## config.mk

```make
export PLATFORM = sky130hd
export DESIGN_NAME = bus_cycle_seq
export DESIGN_NICKNAME = d
export VERILOG_FILES = /design/src/rtl/bcs_pkg.sv /design/src/rtl/bcs_rst_sync.sv /design/src/rtl/bcs_fsm.sv /design/src/rtl/bcs_datapath.sv /design/src/rtl/bus_cycle_seq.sv
export SDC_FILE = /design/constraint.sdc
export NUM_CORES = 1
export LEC_CHECK = 0
export BUFFER_PORTS_ARGS = -buffer_cell sky130_fd_sc_hd__buf_4
export CAP_MARGIN = 20
export CORE_ASPECT_RATIO = 0.75
export CORE_MARGIN = 2
export CORE_UTILIZATION = 36
export CTS_BUF_LIST = sky130_fd_sc_hd__clkbuf_4
export DETAILED_ROUTE_END_ITERATION = 16
export PLACE_DENSITY = 0.68
export SLEW_MARGIN = 30
export SYNTH_ARGS = -nofsm -noshare
export SYNTH_HDL_FRONTEND = slang
export SYNTH_SLANG_ARGS = --single-unit
```

## constraint.sdc

```tcl
create_clock -name clk -period 1.25 [get_ports clk]
set_input_delay 0 -clock clk [delete_from_list [all_inputs] [get_ports clk]]
set_output_delay 0 -clock clk [all_outputs]
set_load 0.05 [all_outputs]
```

## src/rtl/bcs_pkg.sv

```systemverilog
package bcs_pkg;
  typedef enum logic [1:0] {
    PH_IDLE = 2'd0,
    PH_ADDR = 2'd1,
    PH_STRB = 2'd2,
    PH_DONE = 2'd3
  } phase_e;
endpackage

```

## src/rtl/bcs_rst_sync.sv

```systemverilog
module bcs_rst_sync #(
  parameter int STAGES = 2
) (
  input  logic clk,
  input  logic rst_n,
  output logic rst_sync_n
);
  logic [STAGES-1:0] sync_q;

  always_ff @(posedge clk or negedge rst_n) begin
    if (!rst_n) sync_q <= '0;
    else        sync_q <= {sync_q[STAGES-2:0], 1'b1};
  end

  assign rst_sync_n = sync_q[STAGES-1];
endmodule

```

## src/rtl/bcs_fsm.sv

```systemverilog
module bcs_fsm
  import bcs_pkg::*;
(
  input  logic   clk,
  input  logic   rst_n,
  input  logic   req_i,
  output logic   accept_o,
  output phase_e phase_o
);
  phase_e phase_q, phase_d;

  assign accept_o = req_i && (phase_q == PH_IDLE);

  always_comb begin
    phase_d = phase_q;
    unique case (phase_q)
      PH_IDLE: if (accept_o) phase_d = PH_ADDR;
      PH_ADDR: phase_d = PH_STRB;
      PH_STRB: phase_d = PH_DONE;
      PH_DONE: phase_d = PH_IDLE;
      default: phase_d = PH_IDLE;
    endcase
  end

  always_ff @(posedge clk or negedge rst_n) begin
    if (!rst_n) phase_q <= PH_IDLE;
    else        phase_q <= phase_d;
  end

  assign phase_o = phase_q;
endmodule

```

## src/rtl/bcs_datapath.sv

```systemverilog
module bcs_datapath
  import bcs_pkg::*;
#(
  parameter int ADDR_W = 16,
  parameter int DATA_W = 8
) (
  input  logic              clk,
  input  logic              rst_n,
  input  logic              accept_i,
  input  phase_e            phase_i,
  input  logic              we_i,
  input  logic [ADDR_W-1:0] addr_i,
  input  logic [DATA_W-1:0] wdata_i,
  input  logic [DATA_W-1:0] bus_din_i,
  output logic              we_o,
  output logic [ADDR_W-1:0] bus_addr_o,
  output logic [DATA_W-1:0] bus_dout_o,
  output logic [DATA_W-1:0] rdata_o
);
  logic              we_q;
  logic [ADDR_W-1:0] addr_q;
  logic [DATA_W-1:0] wdata_q, rdata_q;
  logic              cap_en;

  assign cap_en = (phase_i == PH_STRB) && !we_q;

  always_ff @(posedge clk or negedge rst_n) begin
    if (!rst_n) begin
      we_q    <= 1'b0;
      addr_q  <= '0;
      wdata_q <= '0;
    end else if (accept_i) begin
      we_q    <= we_i;
      addr_q  <= addr_i;
      wdata_q <= wdata_i;
    end
  end

  always_ff @(posedge clk or negedge rst_n) begin
    if (!rst_n)      rdata_q <= '0;
    else if (cap_en) rdata_q <= bus_din_i;
  end

  assign we_o       = we_q;
  assign bus_addr_o = addr_q;
  assign bus_dout_o = wdata_q;
  assign rdata_o    = rdata_q;
endmodule

```

## src/rtl/bus_cycle_seq.sv

```systemverilog
module bus_cycle_seq
  import bcs_pkg::*;
#(
  parameter int ADDR_W = 16,
  parameter int DATA_W = 8
) (
  input  logic              clk,
  input  logic              rst_n,
  input  logic              req_i,
  input  logic              we_i,
  input  logic [ADDR_W-1:0] addr_i,
  input  logic [DATA_W-1:0] wdata_i,
  output logic              busy_o,
  output logic              done_o,
  output logic [DATA_W-1:0] rdata_o,
  output logic [ADDR_W-1:0] bus_addr_o,
  output logic [DATA_W-1:0] bus_dout_o,
  output logic              bus_doe_o,
  output logic              bus_rd_o,
  output logic              bus_wr_o,
  input  logic [DATA_W-1:0] bus_din_i
);
  logic   rst_sync_n;
  logic   accept;
  logic   we_q;
  phase_e phase;

  bcs_rst_sync #(.STAGES(2)) u_rst (
    .clk        (clk),
    .rst_n      (rst_n),
    .rst_sync_n (rst_sync_n)
  );

  bcs_fsm u_fsm (
    .clk      (clk),
    .rst_n    (rst_sync_n),
    .req_i    (req_i),
    .accept_o (accept),
    .phase_o  (phase)
  );

  bcs_datapath #(.ADDR_W(ADDR_W), .DATA_W(DATA_W)) u_dp (
    .clk        (clk),
    .rst_n      (rst_sync_n),
    .accept_i   (accept),
    .phase_i    (phase),
    .we_i       (we_i),
    .addr_i     (addr_i),
    .wdata_i    (wdata_i),
    .bus_din_i  (bus_din_i),
    .we_o       (we_q),
    .bus_addr_o (bus_addr_o),
    .bus_dout_o (bus_dout_o),
    .rdata_o    (rdata_o)
  );

  assign busy_o    = (phase != PH_IDLE);
  assign done_o    = (phase == PH_DONE);
  assign bus_rd_o  = (phase == PH_STRB) && !we_q;
  assign bus_wr_o  = (phase == PH_STRB) &&  we_q;
  assign bus_doe_o = we_q && ((phase == PH_STRB) || (phase == PH_DONE));
endmodule

```

## Word level (Yosys, flattened, before mapping)

Index checks and enable logic that the tools add are counted.

| operators by class | value |
|---|---|
| $add $sub $neg | 0 |
| multiply operators | 0 |
| divide/modulo/power cells | 0 |
| $lt $le $gt $ge | 0 |
| equal/unequal tests | 4 |
| shifts and indexed selects | 0 |
| muxes and demuxes | 2 |
| bitwise operators | 0 |
| reductions and logical operators | 8 |

Operator list:

| operator | count |
|---|---|
| case mux 2 bit (4 select lines) | 1 |
| == test 2 bit, second input constant | 2 |
| logical AND 1 bit | 4 |
| == test 2 x 1 -> 1 bit, second input constant | 1 |
| logical NOT 2 bit | 1 |
| two-way mux 2 bit | 1 |
| inequality test 2 bit, second input constant | 1 |
| nonzero test 2 bit | 1 |
| logical NOT 1 bit | 1 |
| logical OR 1 bit | 1 |

| storage, ports and cells | value |
|---|---|
| register bits after elaboration | 37 |
| latch bits | 0 |
| RAM bits | 0 |
| ROM bits | 0 |
| bits of input ports | 36 |
| output and inout bits | 37 |
| logic and storage cells | 20 |
| memories | 0 |

## Longest topological paths before layout

| logic depth | value |
|---|---|
| depth after elaboration | 4 |
| mapped depth | 5 |
| depth with buffers taken out | 4 |

## By module

From an unflattened synthesis, not the netlist that was laid out.

| unflattened totals | value |
|---|---|
| cells, all modules | 90 |
| area total of the unflattened synthesis | 1471.4 µm² |

By module, submodules not included:

| module | times used | cells an instance | area an instance (µm²) | seq. area each (µm²) |
|---|---|---|---|---|
| bcs_datapath | 1 | 70 | 1231.2 | 825.8 |
| bcs_fsm | 1 | 12 | 145.1 | 50.0 |
| bcs_rst_sync | 1 | 3 | 53.8 | 50.0 |
| bus_cycle_seq | 1 | 5 | 41.3 | 0.0 |

## Worst setup path before layout

No wires, ideal clock.

| timing | value |
|---|---|
| path type | register to register |
| start point | register u_fsm.phase_q[0] (netlist: u_fsm.phase_o[0]) |
| end point | register u_dp.rdata_q[0] (netlist: u_dp.rdata_o[0]) |
| setup time | 0.125 ns |
| arrival | 1.456 ns |
| data required time | 1.125 ns |
| slack | -0.331 ns |
| stages on the path, launching flop included | 6 |
| path buffers | 1 |
| cell sequence | dfrtp_1 > inv_1 > ha_1 > nor2b_1 > buf_2 > mux2_2 |

| between the ends | value |
|---|---|
| word-level cells in the longest chain between the ends | 2 |

RTL lines:

| what | RTL line | source |
|---|---|---|
| from (decl) | bcs_fsm.sv:10 | `phase_e phase_q, phase_d;` |
| from (signal assigned) | bcs_fsm.sv:27 | `else phase_q <= phase_d;` |
| == test 2 bit | - |  |
| logical AND 1 bit | - |  |
| named net bus_rd_o | bus_cycle_seq.sv:19 | `output logic bus_rd_o,` |
| to (signal assigned) | bcs_datapath.sv:41 | `else if (cap_en) rdata_q <= bus_din_i;` |
| to (decl) | bcs_datapath.sv:22 | `logic [DATA_W-1:0] wdata_q, rdata_q;` |

The timed path passes the listed nets, and every way through them passes these cells.
A chain may end at the register's enable or synchronous reset.

## Worst setup path in the final report

| timing | value |
|---|---|
| start point | register u_fsm.phase_q[0] (netlist: u_fsm.phase_o[0]) |
| end point | register u_dp.rdata_q[2] (netlist: u_dp.rdata_o[2]) |

| between the ends | value |
|---|---|
| word-level cells in the longest chain between the ends | 2 |

RTL lines:

| what | RTL line | source |
|---|---|---|
| == test 2 bit | bcs_datapath.sv:25 | `assign cap_en = (phase_i == PH_STRB) && !we_q;` |
| logical AND 1 bit | bcs_datapath.sv:25 |  |

No other way between the ends.

==> flow_summary.ini <==
[clocking]
ctsLongestPathBuffers = 2
clk_pin_slew_worst_paths_ns = 0.11
h-tree-depth = 2
clock-sinks = 37
cts_tree = done
cts_buffers = 5
clk_latency_ns = 0.33
cts-root-buf = clkbuf_4

[route]
drtPass1Iterations = 4
wl_per_cell_um = 14.8
drc = 0
dr_total_vias = 1194
routed_wl_mm = 4.01
first_iter_violations = 26
post_drt_via_cell_ratio = 4.42
antenna_left = 0

[worst_setup_path]
worstPathRequired_ns = 1.48
crit_type = register to register
endpoint_kind = register
crit_fanout = 4
cp-start-kind = register
critPathArrivalTime_ns = 1.67

[finish]
fin_area_sq_mm = 0.00284
area_growth_pct = 87.6
fin_nets = 254
register_area_sq_um = 927
nFillCells = 290
diodes = 0
final_util = 0.701
post_layout_nonfiller_instances = 270
multiInputGateArea_sq_um = 652
layout-drive-gt1-share = 0.642

[sta]
hold_violations = 0
period_needed_ns = 1.44
finalSetupViolCount = 38
fin_skew_ns = 0.0125
fin_ws_ns = -0.192
fmax_ghz = 0.694
rsz0062_at_grt = yes
period_share = 1.15
drv_slew = 0
holdWs_ns = 0.0135

[die]
num_rows = 20
io_pins = 73
core_area_sq_mm = 0.00405
start_util = 0.373
die_h_um = 60.2
die_area_sq_mm = 0.00475
die_w_um = 78.9

[run]
max-cap-violations = 0

[grt]
antenna_found_initial = 0
track_usage = 0.171
grt_max_degree = 27
grt_busiest_layer = met2
grt_util_met2 = 0.322
gr-total-overflow = 0
grtUsageMet1 = 0.195
grt_pass1_vias = 1280
grt_pass1_wl_mm = 6.02
gr-usage-met3 = 0.0438

[outcome]
status = complete, but fails checks
failed_checks = negative setup slack

[power_and_ir_drop]
p_leak_uw = 0.00142
pwr-share-seq = 0.259
p_clk_frac = 0.069
ir_worst_vdd_uv = 1570
switching_share = 0.467
intPower_uw = 4530
p_switching_uw = 3970
powerDensity_mw_per_mm2 = 2990
combinationalPowerShare = 0.671

[synth]
synthesis.nets = 128
synth_cells = 89
mappedNetlistArea_sq_mm = 0.00151
synth_warnings = 0
ys_seq_area_frac = 0.612
synth-seq-cells = 37
yosysUniqueCellTypes = 15
avgSynthCellArea_sq_um = 17.0

[placed_design]
gp_congestion = 0.630
place_area_sq_mm = 0.00223
post-dp-hpwl_mm = 2.43
dp.cells = 221
port_buffers = 72
place_ws_ns = -0.183

[min_path]
hp-class = primary input to register
[cell usage in the layout (no fill, tap or decap)]
cell	count
clkbuf_4	6
nor2b_4	1
a21oi_1	1
dfrtp_2	1
nand2b_4	1
inv_2	3
nand2_8	1
clkbuf_16	2
o21a_4	1
dlygate4sd3_1	35
mux2_4	29
clkinv_1	1
buf_4	69
ha_4	3
buf_8	2
and2_1	1
nor2_1	2
conb_1	1
buf_12	3
buf_6	11
mux2_2	5
dfrtp_1	36
[through the flow]
step                      total power, uW  setup TNS [ns]
after global routing                 8850           -6.21
final                                8500           -4.57
after global placement               7100           -3.23
after CTS                            8390           -3.94
after floorplan                      5760           -3.64
after detailed placement             7210           -4.44
[sequential cells by signal, summed over array words and instances (netlist names)]
name and flops:
u_dp.we_o 1, u_fsm.phase_o 2, u_dp.bus_addr_o 16, u_rst.sync_q 2, u_dp.rdata_o 8, u_dp.bus_dout_o 8
[cell usage after synthesis]
library cell | count | area (sq um)
a21oi_1 | 1 | 5.00
and2_1 | 1 | 6.26
buf_2 | 1 | 5.00
buf_6 | 2 | 22.5
conb_1 | 1 | 3.75
dfrtp_1 | 37 | 926
ha_1 | 3 | 37.5
inv_1 | 3 | 11.3
mux2_2 | 14 | 158
mux2_4 | 20 | 300
nand2_4 | 1 | 11.3
nand2b_1 | 1 | 6.26
nor2_1 | 2 | 7.51
nor2b_1 | 1 | 6.26
o21a_1 | 1 | 7.51
[kinds of logic (layout without fill, tap and decap cells)]
family                     after synthesis  after routing  share of synthesized area
and+or+nand+nor                          6              6                     0.0248
buffers and inverters                    6            132                     0.0256
muxes                                   34             34                      0.302
AOI/OAI and AO/OA                        2              2                    0.00826
DFF                                     37             37                      0.612
other                                    1              1                    0.00248
adders and majority gates                3              3                     0.0248
[power by group through the flow]
stage | Clock (uW) | Combinational (uW) | Sequential, uW
6_report | 589 | 5700 | 2210
5_1_grt | 668 | 5910 | 2270
4_1_cts | 616 | 5580 | 2190
3_5_place_dp | 0 | 5040 | 2170
3_3_place_gp | 0 | 4940 | 2150
2_1_floorplan | 0 | 1740 | 4020
[worst max-delay path: stages (launching register included)]
cell     delay, ns
dfrtp_1       0.42
inv_2         0.11
ha_4          0.15
nor2b_4       0.22
buf_6         0.15
mux2_4        0.30
[what timing repair did]
| action | 4_1_cts | 5_1_grt |
|---|---|---|
| endpoints found under the setup margin | 39 | 39 |
| pin swaps | 3 | 3 |
| cloned | 0 | 2 |
| gates resized for setup | 27 | 1 |
| hold buffers | 35 | 0 |
| setup buffers | 4 | 1 |
| hold endpoints to repair | 35 | 0 |
[layout make-up]
cell class / instances / share of cell area
repair buffers: 122 / 0.399
flip-flops and latches: 37 / 0.326
multi-input cells: 46 / 0.230
well taps: 55 / 0.0242
clock buffers: 6 / 0.0159
inverters: 3 / 0.00396
clock inverters: 1 / 0.00132
[final timing paths]
check	from	to	slack, ns	cells past startpoint
max	u_fsm.phase_o[0]	u_dp.rdata_o[2]	-0.19	5
min	req_i	u_fsm.phase_o[0]	0.01	3
max reg2reg	u_fsm.phase_o[0]	u_dp.rdata_o[2]	-0.19	5
min reg2reg	u_rst.sync_q[1]	u_dp.bus_addr_o[15]	0.17	0
max in group asynchronous	u_rst.sync_q[1]	u_fsm.phase_o[1]	0.59	1
min in group asynchronous	u_rst.sync_q[1]	u_dp.bus_addr_o[15]	0.17	0
[per-layer routing]
metal,vias up,wire length (um)
met3,5,279
met1,588,1650
li1,548,-
met5,-,0
met4,0,26
met2,53,2050
No activity file was read; power rests on OpenSTA's default activity.
